## src/rtl/dwt_sched_pkg.sv

```systemverilog
package dwt_sched_pkg;

  // Operand source codes driven to the filter's input switch.
  typedef enum logic [1:0] {
    SRC_IDLE  = 2'b00,
    SRC_DELAY = 2'b01,
    SRC_BANK2 = 2'b10,
    SRC_BANK3 = 2'b11
  } src_sel_e;

  // Octave tag carried by an issued computation and by its result.
  typedef enum logic [1:0] {
    OCT_NONE = 2'b00,
    OCT_1    = 2'b01,
    OCT_2    = 2'b10,
    OCT_3    = 2'b11
  } oct_e;

  // Phase detector state: waiting for its first slot, or running.
  typedef enum logic {
    PH_WAIT = 1'b0,
    PH_RUN  = 1'b1
  } phase_st_e;

  // Displaced request holder state.
  typedef enum logic {
    PD_EMPTY = 1'b0,
    PD_HELD  = 1'b1
  } pend_st_e;

  function automatic src_sel_e src_for_oct(input oct_e o);
    case (o)
      OCT_1:   return SRC_DELAY;
      OCT_2:   return SRC_BANK2;
      OCT_3:   return SRC_BANK3;
      default: return SRC_IDLE;
    endcase
  endfunction

  // A result is stored in the register chain when a later octave still needs it.
  function automatic logic needs_storage(input logic vld, input oct_e o);
    return vld && (o == OCT_1 || o == OCT_2);
  endfunction

endpackage

```

## src/rtl/dwt_fill_tracker.sv

```systemverilog
module dwt_fill_tracker #(
  parameter int unsigned FILL_DEPTH = 6,
  localparam int unsigned FILL_W = $clog2(FILL_DEPTH + 1)
) (
  input  logic clk,
  input  logic rst,
  input  logic smp_in,
  output logic armed
);

  logic [FILL_W-1:0] fill_q;

  always_ff @(posedge clk) begin
    if (rst) begin
      fill_q <= '0;
    end else if (smp_in && (fill_q != FILL_W'(FILL_DEPTH))) begin
      fill_q <= fill_q + 1'b1;
    end
  end

  assign armed = (fill_q == FILL_W'(FILL_DEPTH));

endmodule

```

## src/rtl/dwt_slot_counter.sv

```systemverilog
module dwt_slot_counter #(
  parameter int unsigned CNT_W = 3,
  parameter int unsigned AGE_W = 4
) (
  input  logic             clk,
  input  logic             rst,
  input  logic             armed,
  output logic [CNT_W-1:0] slot,
  output logic [AGE_W-1:0] age
);

  localparam logic [AGE_W-1:0] AGE_MAX = '1;

  always_ff @(posedge clk) begin
    if (rst) begin
      slot <= '0;
      age  <= '0;
    end else if (armed) begin
      slot <= slot + 1'b1;
      if (age != AGE_MAX) begin
        age <= age + 1'b1;
      end
    end
  end

endmodule

```

## src/rtl/dwt_phase_fsm.sv

```systemverilog
module dwt_phase_fsm
  import dwt_sched_pkg::*;
#(
  parameter int unsigned CNT_W = 3,
  parameter int unsigned AGE_W = 4,
  parameter int unsigned START = 0,
  parameter int unsigned MASK  = 1,
  parameter int unsigned MATCH = 0
) (
  input  logic             clk,
  input  logic             rst,
  input  logic             armed,
  input  logic [CNT_W-1:0] slot,
  input  logic [AGE_W-1:0] age,
  output logic             hit
);

  phase_st_e st_q, st_d;
  logic first_slot;
  logic in_phase;

  assign first_slot = (age == AGE_W'(START));
  assign in_phase   = ((slot & CNT_W'(MASK)) == CNT_W'(MATCH));

  always_comb begin
    st_d = st_q;
    hit  = 1'b0;
    if (armed) begin
      case (st_q)
        PH_WAIT: begin
          if (first_slot) begin
            hit  = 1'b1;
            st_d = PH_RUN;
          end
        end
        PH_RUN: begin
          hit = in_phase;
        end
        default: st_d = PH_WAIT;
      endcase
    end else begin
      st_d = PH_WAIT;
    end
  end

  always_ff @(posedge clk) begin
    if (rst) begin
      st_q <= PH_WAIT;
    end else begin
      st_q <= st_d;
    end
  end

endmodule

```

## src/rtl/dwt_slot_decoder.sv

```systemverilog
module dwt_slot_decoder
  import dwt_sched_pkg::*;
#(
  parameter int unsigned TAP_W  = 5,
  parameter int unsigned TAP_O2 = 3,
  parameter int unsigned TAP_O3 = 25
) (
  input  logic             clk,
  input  logic             rst,
  input  logic [2:0]       hit_vec,
  output src_sel_e         sel,
  output oct_e             oct,
  output logic [TAP_W-1:0] tap,
  output logic             displaced
);

  pend_st_e pend_q, pend_d;
  logic collide;

  // Octave 1 loses its slot whenever a higher octave wants the same cycle.
  assign collide = hit_vec[0] && (hit_vec[1] || hit_vec[2]);

  always_comb begin
    if (hit_vec[2]) begin
      oct = OCT_3;
    end else if (hit_vec[1]) begin
      oct = OCT_2;
    end else if (hit_vec[0] || (pend_q == PD_HELD)) begin
      oct = OCT_1;
    end else begin
      oct = OCT_NONE;
    end
  end

  assign sel       = src_for_oct(oct);
  assign displaced = (pend_q == PD_HELD);

  always_comb begin
    case (oct)
      OCT_2:   tap = TAP_W'(TAP_O2);
      OCT_3:   tap = TAP_W'(TAP_O3);
      default: tap = '0;
    endcase
  end

  assign pend_d = collide ? PD_HELD : PD_EMPTY;

  always_ff @(posedge clk) begin
    if (rst) begin
      pend_q <= PD_EMPTY;
    end else begin
      pend_q <= pend_d;
    end
  end

endmodule

```

## src/rtl/dwt_octave_sched.sv

```systemverilog
module dwt_octave_sched
  import dwt_sched_pkg::*;
#(
  parameter int unsigned FILL_DEPTH = 6,
  parameter int unsigned RB_DEPTH   = 26,
  parameter int unsigned CNT_W      = 3,
  parameter int unsigned AGE_W      = 4,
  parameter int unsigned O2_START   = 4,
  parameter int unsigned O3_START   = 10,
  parameter int unsigned RB_TAP_O2  = 3,
  parameter int unsigned RB_TAP_O3  = 25,
  localparam int unsigned TAP_W     = $clog2(RB_DEPTH)
) (
  input  logic             clk,
  input  logic             rst,
  input  logic             smp_in,
  output logic [1:0]       src_sel,
  output logic             iss_valid,
  output logic [1:0]       iss_oct,
  output logic [TAP_W-1:0] rb_tap,
  output logic             res_valid,
  output logic [1:0]       res_oct,
  output logic             rb_push,
  output logic             armed
);

  localparam int unsigned PERIOD = 1 << CNT_W;
  localparam int unsigned P_START [3] = '{0, O2_START, O3_START};
  localparam int unsigned P_MASK  [3] = '{1, (PERIOD / 2) - 1, PERIOD - 1};
  localparam int unsigned P_MATCH [3] = '{0, 0, O3_START % PERIOD};

  logic [CNT_W-1:0] slot;
  logic [AGE_W-1:0] age;
  logic [2:0]       hit_vec;
  src_sel_e         sel_w;
  oct_e             oct_w;
  logic             displaced;
  oct_e             res_oct_q;
  logic             res_valid_q;

  dwt_fill_tracker #(.FILL_DEPTH(FILL_DEPTH)) fill_i (
    .clk   (clk),
    .rst   (rst),
    .smp_in(smp_in),
    .armed (armed)
  );

  dwt_slot_counter #(.CNT_W(CNT_W), .AGE_W(AGE_W)) ctr_i (
    .clk  (clk),
    .rst  (rst),
    .armed(armed),
    .slot (slot),
    .age  (age)
  );

  for (genvar g = 0; g < 3; g++) begin : g_phase
    dwt_phase_fsm #(
      .CNT_W(CNT_W),
      .AGE_W(AGE_W),
      .START(P_START[g]),
      .MASK (P_MASK[g]),
      .MATCH(P_MATCH[g])
    ) ph_i (
      .clk  (clk),
      .rst  (rst),
      .armed(armed),
      .slot (slot),
      .age  (age),
      .hit  (hit_vec[g])
    );
  end

  dwt_slot_decoder #(
    .TAP_W (TAP_W),
    .TAP_O2(RB_TAP_O2),
    .TAP_O3(RB_TAP_O3)
  ) dec_i (
    .clk      (clk),
    .rst      (rst),
    .hit_vec  (hit_vec),
    .sel      (sel_w),
    .oct      (oct_w),
    .tap      (rb_tap),
    .displaced(displaced)
  );

  // One-clock filter latency: the result strobe trails the issue.
  always_ff @(posedge clk) begin
    if (rst) begin
      res_valid_q <= 1'b0;
      res_oct_q   <= OCT_NONE;
    end else begin
      res_valid_q <= (oct_w != OCT_NONE);
      res_oct_q   <= oct_w;
    end
  end

  assign src_sel   = sel_w;
  assign iss_oct   = oct_w;
  assign iss_valid = (sel_w != SRC_IDLE);
  assign res_valid = res_valid_q;
  assign res_oct   = res_oct_q;
  assign rb_push   = needs_storage(res_valid_q, res_oct_q);

endmodule

```

## config.mk

```make
export PLATFORM = sky130hd
export DESIGN_NAME = dwt_octave_sched
export DESIGN_NICKNAME = d
export VERILOG_FILES = /design/src/rtl/dwt_sched_pkg.sv /design/src/rtl/dwt_fill_tracker.sv /design/src/rtl/dwt_slot_counter.sv /design/src/rtl/dwt_phase_fsm.sv /design/src/rtl/dwt_slot_decoder.sv /design/src/rtl/dwt_octave_sched.sv
export SDC_FILE = /design/constraint.sdc
export NUM_CORES = 1
export LEC_CHECK = 0
export ABC_CLOCK_PERIOD_IN_PS = 1650
export CORE_UTILIZATION = 45
export DETAILED_ROUTE_END_ITERATION = 6
export DONT_BUFFER_PORTS = 1
export HOLD_SLACK_MARGIN = 0.15
export PLACE_DENSITY = 0.73
export SLEW_MARGIN = 5
export SYNTH_ARGS = -nofsm -noshare
export SYNTH_HDL_FRONTEND = slang
export SYNTH_SLANG_ARGS = --single-unit
```

## constraint.sdc

```tcl
create_clock -name clk -period 1.65 [get_ports clk]
set_input_delay 0.165 -clock clk [delete_from_list [all_inputs] [get_ports clk]]
set_output_delay 0.165 -clock clk [all_outputs]
set_load 0.03 [all_outputs]
```

## Word-level counts from Yosys, hierarchy flattened

Cells that the tools add are included.

- Order comparisons: 0
- Shifts and indexed selects: 0
- Multiply operators: 0
- Eq/ne operators: 11
- Mux-type cells: 18
- Add/subtract/negate cells: 3
- Reductions and logical operators: 13
- Bitwise logic cells: 4
- Divide/modulo/power cells: 0

Operators by type and width:

| kind | number |
|---|---|
| $mux W1 | 11 |
| $pmux W5 S2 | 1 |
| $add A3 B1 Y3 const B | 2 |
| $eq A2 B2 Y1 const B | 3 |
| $logic_not A3 Y1 | 2 |
| $pmux W1 S2 | 3 |
| $pmux W2 S3 | 1 |
| $add A4 B1 Y4 const B | 1 |
| $eq A2 B1 Y1 const B | 2 |
| $eq A4 B3 Y1 const B | 1 |
| $eq A4 B4 Y1 const B | 1 |
| $logic_not A4 Y1 | 1 |
| $mux W2 | 2 |
| $ne A4 B4 Y1 const B | 1 |
| $not A1 Y1 | 4 |
| $reduce_bool A2 Y1 | 2 |
| $eq A3 B2 Y1 const B | 1 |
| $eq A3 B3 Y1 const B | 1 |
| $logic_and A1 B1 Y1 | 3 |
| $logic_or A1 B1 Y1 | 3 |
| $ne A3 B3 Y1 const B | 1 |
| $reduce_and A2 Y1 | 1 |
| $reduce_or A2 Y1 | 1 |

- Register bits after elaboration: 17
- Bits in latches: 0
- Memories: 0
- Bits in writable memories: 0
- Word-level logic and storage cells: 58
- Memory bits (read-only): 0

## Longest topological paths before layout

- Word-level depth: 11
- Mapped depth: 7

## Hierarchy

A second synthesis with hierarchy kept.

- Cell total of the unflattened synthesis: 93
- Area, all modules: 920.9 um^2

Modules (own cells, without submodules):

| module | area an instance (um^2) | times used | cells each | sequential area each (um^2) |
|---|---|---|---|---|
| dwt_slot_counter | 335.3 | 1 | 33 | 140.1 |
| dwt_fill_tracker | 183.9 | 1 | 17 | 60.1 |
| dwt_octave_sched | 101.3 | 1 | 10 | 60.1 |
| dwt_slot_decoder | 97.6 | 1 | 13 | 20.0 |
| dwt_phase_fsm (g_phase[1].ph_i) | 72.6 | 1 | 6 | 20.0 |
| dwt_phase_fsm (g_phase[2].ph_i) | 70.1 | 1 | 8 | 20.0 |
| dwt_phase_fsm (g_phase[0].ph_i) | 60.1 | 1 | 6 | 20.0 |

## Least setup slack after synthesis

OpenSTA, ideal clock, no wires.

- Kind: register to output
- From: register ctr_i.age[0]
- To: output src_sel[0]
- Path buffers: 1
- Stages on the path, launching flop included: 8
- Slack: -0.759 ns
- Arrival time: 2.244 ns
- Required time: 1.485 ns
- Path through: dfxtp_1 -> inv_1 -> ha_1 -> nor4bb_1 -> a21oi_2 -> nor3b_4 -> a211oi_1 -> buf_4

- Word-level cells in the longest chain between the ends: 10
- Elaborated cells between the ends (all ways): 20

Ends and longest elaborated chain:

| what | RTL line | source |
|---|---|---|
| start: declaration | dwt_slot_counter.sv:9 | `output logic [AGE_W-1:0] age` |
| start signal: assignment | dwt_slot_counter.sv:21 | `age <= age + 1'b1;` |
| $logic_not A4 Y1 | dwt_phase_fsm.sv:22 | `assign first_slot = (age == AGE_W'(START));` |
| $mux W1 | dwt_phase_fsm.sv:31 | `if (first_slot) begin` |
| $pmux W1 S2 | dwt_phase_fsm.sv:29 | `case (st_q)` |
| $mux W1 | dwt_phase_fsm.sv:28 | `if (armed) begin` |
| $logic_or A1 B1 Y1 | dwt_slot_decoder.sv:28 | `end else if (hit_vec[0] \|\| (pend_q == PD_HELD)) begin` |
| $mux W1 | dwt_slot_decoder.sv:28 |  |
| $mux W2 | dwt_slot_decoder.sv:26 | `end else if (hit_vec[1]) begin` |
| $mux W2 * | dwt_slot_decoder.sv:24 | `if (hit_vec[2]) begin` |
| named net iss_oct[0] | dwt_octave_sched.sv:19 | `output logic [1:0] iss_oct,` |
| $eq A2 B2 Y1 / $eq A2 B1 Y1 (equally long branches) | dwt_sched_pkg.sv:32 | `case (o)` |
| $pmux W2 S3 * | dwt_sched_pkg.sv:32 |  |
| end: declaration | dwt_octave_sched.sv:17 | `output logic [1:0] src_sel,` |

Mark *: on every way through the listed nets, which the timed path passes. The rest lies on a longest branch.

## Final worst setup path

- From: register ctr_i.age[0]
- To: output iss_oct[0]

- Word-level cells in the longest chain between the ends: 8
- Elaborated cells between the ends (all ways): 16

Ends and longest elaborated chain:

| what | RTL line |
|---|---|
| $logic_not A4 Y1 | dwt_phase_fsm.sv:22 |
| $mux W1 | dwt_phase_fsm.sv:31 |
| $pmux W1 S2 | dwt_phase_fsm.sv:29 |
| $mux W1 | dwt_phase_fsm.sv:28 |
| $logic_or A1 B1 Y1 | dwt_slot_decoder.sv:28 |
| $mux W1 | dwt_slot_decoder.sv:28 |
| $mux W2 | dwt_slot_decoder.sv:26 |
| $mux W2 * | dwt_slot_decoder.sv:24 |
| end: declaration | dwt_octave_sched.sv:19 |

Every way passes the cells marked *; elsewhere a longest branch is shown, timed or not.

==> impl_metrics.csv <==
group,metric,value,unit
timing,max_freq,0.5060,GHz
floorplan,fp.dieH,47.21,um
timing,drv_slew,0,
setup_path,end_kind,"output port",
routing,drcViolationCount,0,
placed_design,place_worst_setup_slack,-0.02733,ns
yosys,synth_instances,99,
floorplan,rows,15,
clock_tree,cts-buffers-inserted,3,
placed_design,count_of_input_and_output_buffers,0,
timing,setup_viol_count_final,9,
timing,layout_min_cycle_time,1.976,ns
setup_path,critical_path.slowest_cell,"dfxtp_2",
timing,timing_worst_slew_pin_value,0.7109,ns
clock_tree,cts.root.buffer_cell,"clkbuf_4",
floorplan,io_pins,18,
layout,count_of_inserted_antenna_diode_cells,0,
run_status,outcome,"complete, but fails checks",
power,leak_pwr,0.4855,nW
floorplan,fp.coreArea,1821,sq um
setup_path,critical_path.max_fanout,4,
timing,timing.final.ws_setup,-0.3262,ns
setup_path,critical_path.startpoint_type,"flop",
placed_design,gp_congestion,0.7637,
timing,hold_viol_final,0,
hold_path,worstHoldPathType,"flop to flop",
yosys,mean_instance_size_in_the_synthesized_netlist,9.289,sq um
yosys,synth_cell_types,33,
layout,syn_to_final_growth,34.01,%
layout,mostFrequentLayoutCells,"16 x buf_4, 15 x dfxtp_1, 7 x nor2_1",
job,number_of_max_cap_violations,0,
floorplan,dieWidth,47.21,um
global_routing,grt_overflow,0,
clock_tree,cts.reportedPaths.clkPinSlew,0.10,ns
layout,post_route_cells_drive_above_1_share,39.83,%
routing,drt_pass1_iterations,4,
timing,rsz0062_at_grt,"true",
timing,timing.slew.headroom,52.45,%
yosys,postSynthNetCount,110,
run_status,failing_checks,"setup timing",
routing,dr.first_iter.drc_count,9,
yosys,yosys.area.top_type_share,37.01,%
yosys,synth_seq_area_share,37.01,%
yosys,synth.ff_latch_count,17,
layout,layout.cells.most_common,"buf_4",
global_routing,grt_pass1_wl,2911,um
timing,whs,0.5007,ns
routing,vias_per_cell,5.063,
power,p_per_area,558.8,nW/um^2
global_routing,grt_util_all_layers,19.53,%
timing,clock_skew,0.007203,ns
setup_path,critical_path_required,1.48,ns
routing,ant_nets,0,
global_routing,antenna_found_initial,0,
placed_design,dp_hpwl,1228,um
floorplan,floorplan.initialDensity,50.52,%
yosys,synth_warnings,0,
power,peakVddDrop,0.4416,mV
yosys,ys_top_cells_by_area,"dfxtp_1 37%, ha_1 11%, buf_4 4.1%",
routing,finalWirelength,1780,um
clock_tree,cts-htree-levels,1,
timing,setup-tns-final,-1.959,ns
global_routing,grt_max_degree,18,
setup_path,critical_path.cell_chain,"inv_2 -> ha_4 -> nand3b_1 -> o22a_1 -> and3_4 -> a211oi_4 -> buf_12",
layout,nNetsFinal,130,
setup_path,cpPeakStageDelay,0.33,ns
yosys,total_standard_cell_area_after_synthesis,919.6,sq um
routing,detailroute.via_count,724,
yosys,most_area_hungry_cell_type_in_the_yosys_netlist,"dfxtp_1",
routing,drt-wirelength-per-cell,12.45,um
setup_path,setup.worst_path.class,"flop to output port",
clock_tree,tritoncts_num_sinks,17,
clock_tree,tritoncts,"built",
global_routing,first_global_vias,662,
timing,final.period_utilization,119.8,%
clock_tree,clk_latency,0.29,ns
floorplan,die-area,2228,sq um
setup_path,worst_ep_arrival_time,1.81,ns
clock_tree,clock_path_buffers,2,
-- final timing paths --
kind / from / end / slack [ns] / depth (start not counted)
setup reg to reg: ctr_i.age[1] / res_oct[0] / 0.03 / 7
setup / recovery: ctr_i.age[0] / iss_oct[0] / -0.33 / 7
hold reg to reg: g_phase[2].ph_i.st_q / g_phase[2].ph_i.st_q / 0.50 / 2
hold / removal: g_phase[2].ph_i.st_q / g_phase[2].ph_i.st_q / 0.50 / 2
-- per-layer routing --
layer	up-vias	global-route usage, %	part of all wire (%)
met5	-	0	0
met4	0	6.857	1.2
met3	5	6.923	4.2
met2	14	33.61	49
met1	335	22.30	45
li1	370	-	-
-- timing repair --
action	4_1_cts	5_1_grt
buffers inserted	5	1
setup endpoints to repair	10	13
pin swaps	4	3
hold endpoints to repair	17	0
gates resized for setup	10	4
hold buffers	2	0
-- synth_stat cells --
library cell / n
a21oi_1: 4
a21oi_2: 1
a2111oi_2: 1
a311oi_1: 1
nor4_1: 1
nand2_1: 6
o21ba_1: 1
mux2i_1: 1
inv_2: 2
a31oi_1: 4
dfxtp_1: 17
and2_1: 2
xor2_1: 2
a211oi_1: 3
and3_1: 2
conb_1: 1
clkbuf_1: 1
nor3b_4: 1
nand2_4: 1
buf_4: 5
o22a_1: 1
or2_1: 1
nor3_1: 4
and4b_1: 1
nor4bb_1: 1
nand3b_1: 1
a32oi_1: 1
inv_1: 8
nor2_1: 9
ha_1: 8
buf_1: 2
a2111oi_4: 1
xnor2_1: 4
-- through the flow --
stage               area, sq um  total power [W]  util (%)  cells
CTS                        1202        0.0007017     66.05    142
global route               1232        0.0007220     67.70    143
finish                     1232        0.0006887     67.70    143
detailed placement         1092        0.0004619     60.00    131
global placement           1092        0.0004603     60.00    131
floorplan                 975.9        0.0004638         -     99
-- worst max-delay path, delay by kind of cell (launching register included) --
family	cells	cell delay, ns
AO/OA/AOI/OAI	2	0.52
adder cells (fa/ha/maj)	1	0.12
buffers and inverters	2	0.25
flip-flops	1	0.33
AND/OR/NAND/NOR	2	0.29
-- registers in the layout, indices dropped and copies added, names as in the netlist --
register           flops
res_oct                2
g_phase.ph_i.st_q      3
res_valid              1
fill_i.fill_q          3
ctr_i.slot             3
ctr_i.age              4
dec_i.displaced        1
-- final cells by class --
type	instances	area, sq um
repair buffers	23	217.7
clock buffers	4	26.28
inverters	10	37.54
fillers	147	588.1
flip-flops and latches	17	345.3
well taps	25	31.28
multi-input cells	64	574.3
-- where the power goes --
part	leakage, nW	total (W)	switching (W)	internal, W
combinational	0.332	0.0000454	0.0000268	0.0000186
clock	0.0150	0.000224	0.000129	0.0000942
sequential	0.139	0.000420	0.00000496	0.000415
-- kinds of logic (layout without fill, tap and decap cells) --
| kind of cell | after synthesis | count (layout) | synth area share, % |
|---|---|---|---|
| multiplexers | 1 | 1 | 1.088 |
| adder cells (fa/ha/maj) | 8 | 8 | 10.88 |
| AND/OR/NAND/NOR | 30 | 30 | 18.64 |
| buffers and inverters | 18 | 37 | 9.389 |
| flip-flops | 17 | 17 | 37.01 |
| other | 1 | 1 | 0.4078 |
| AO/OA/AOI/OAI | 18 | 18 | 16.87 |
| XOR/XNOR | 6 | 6 | 5.714 |
(Power assumes the default switching activity.)
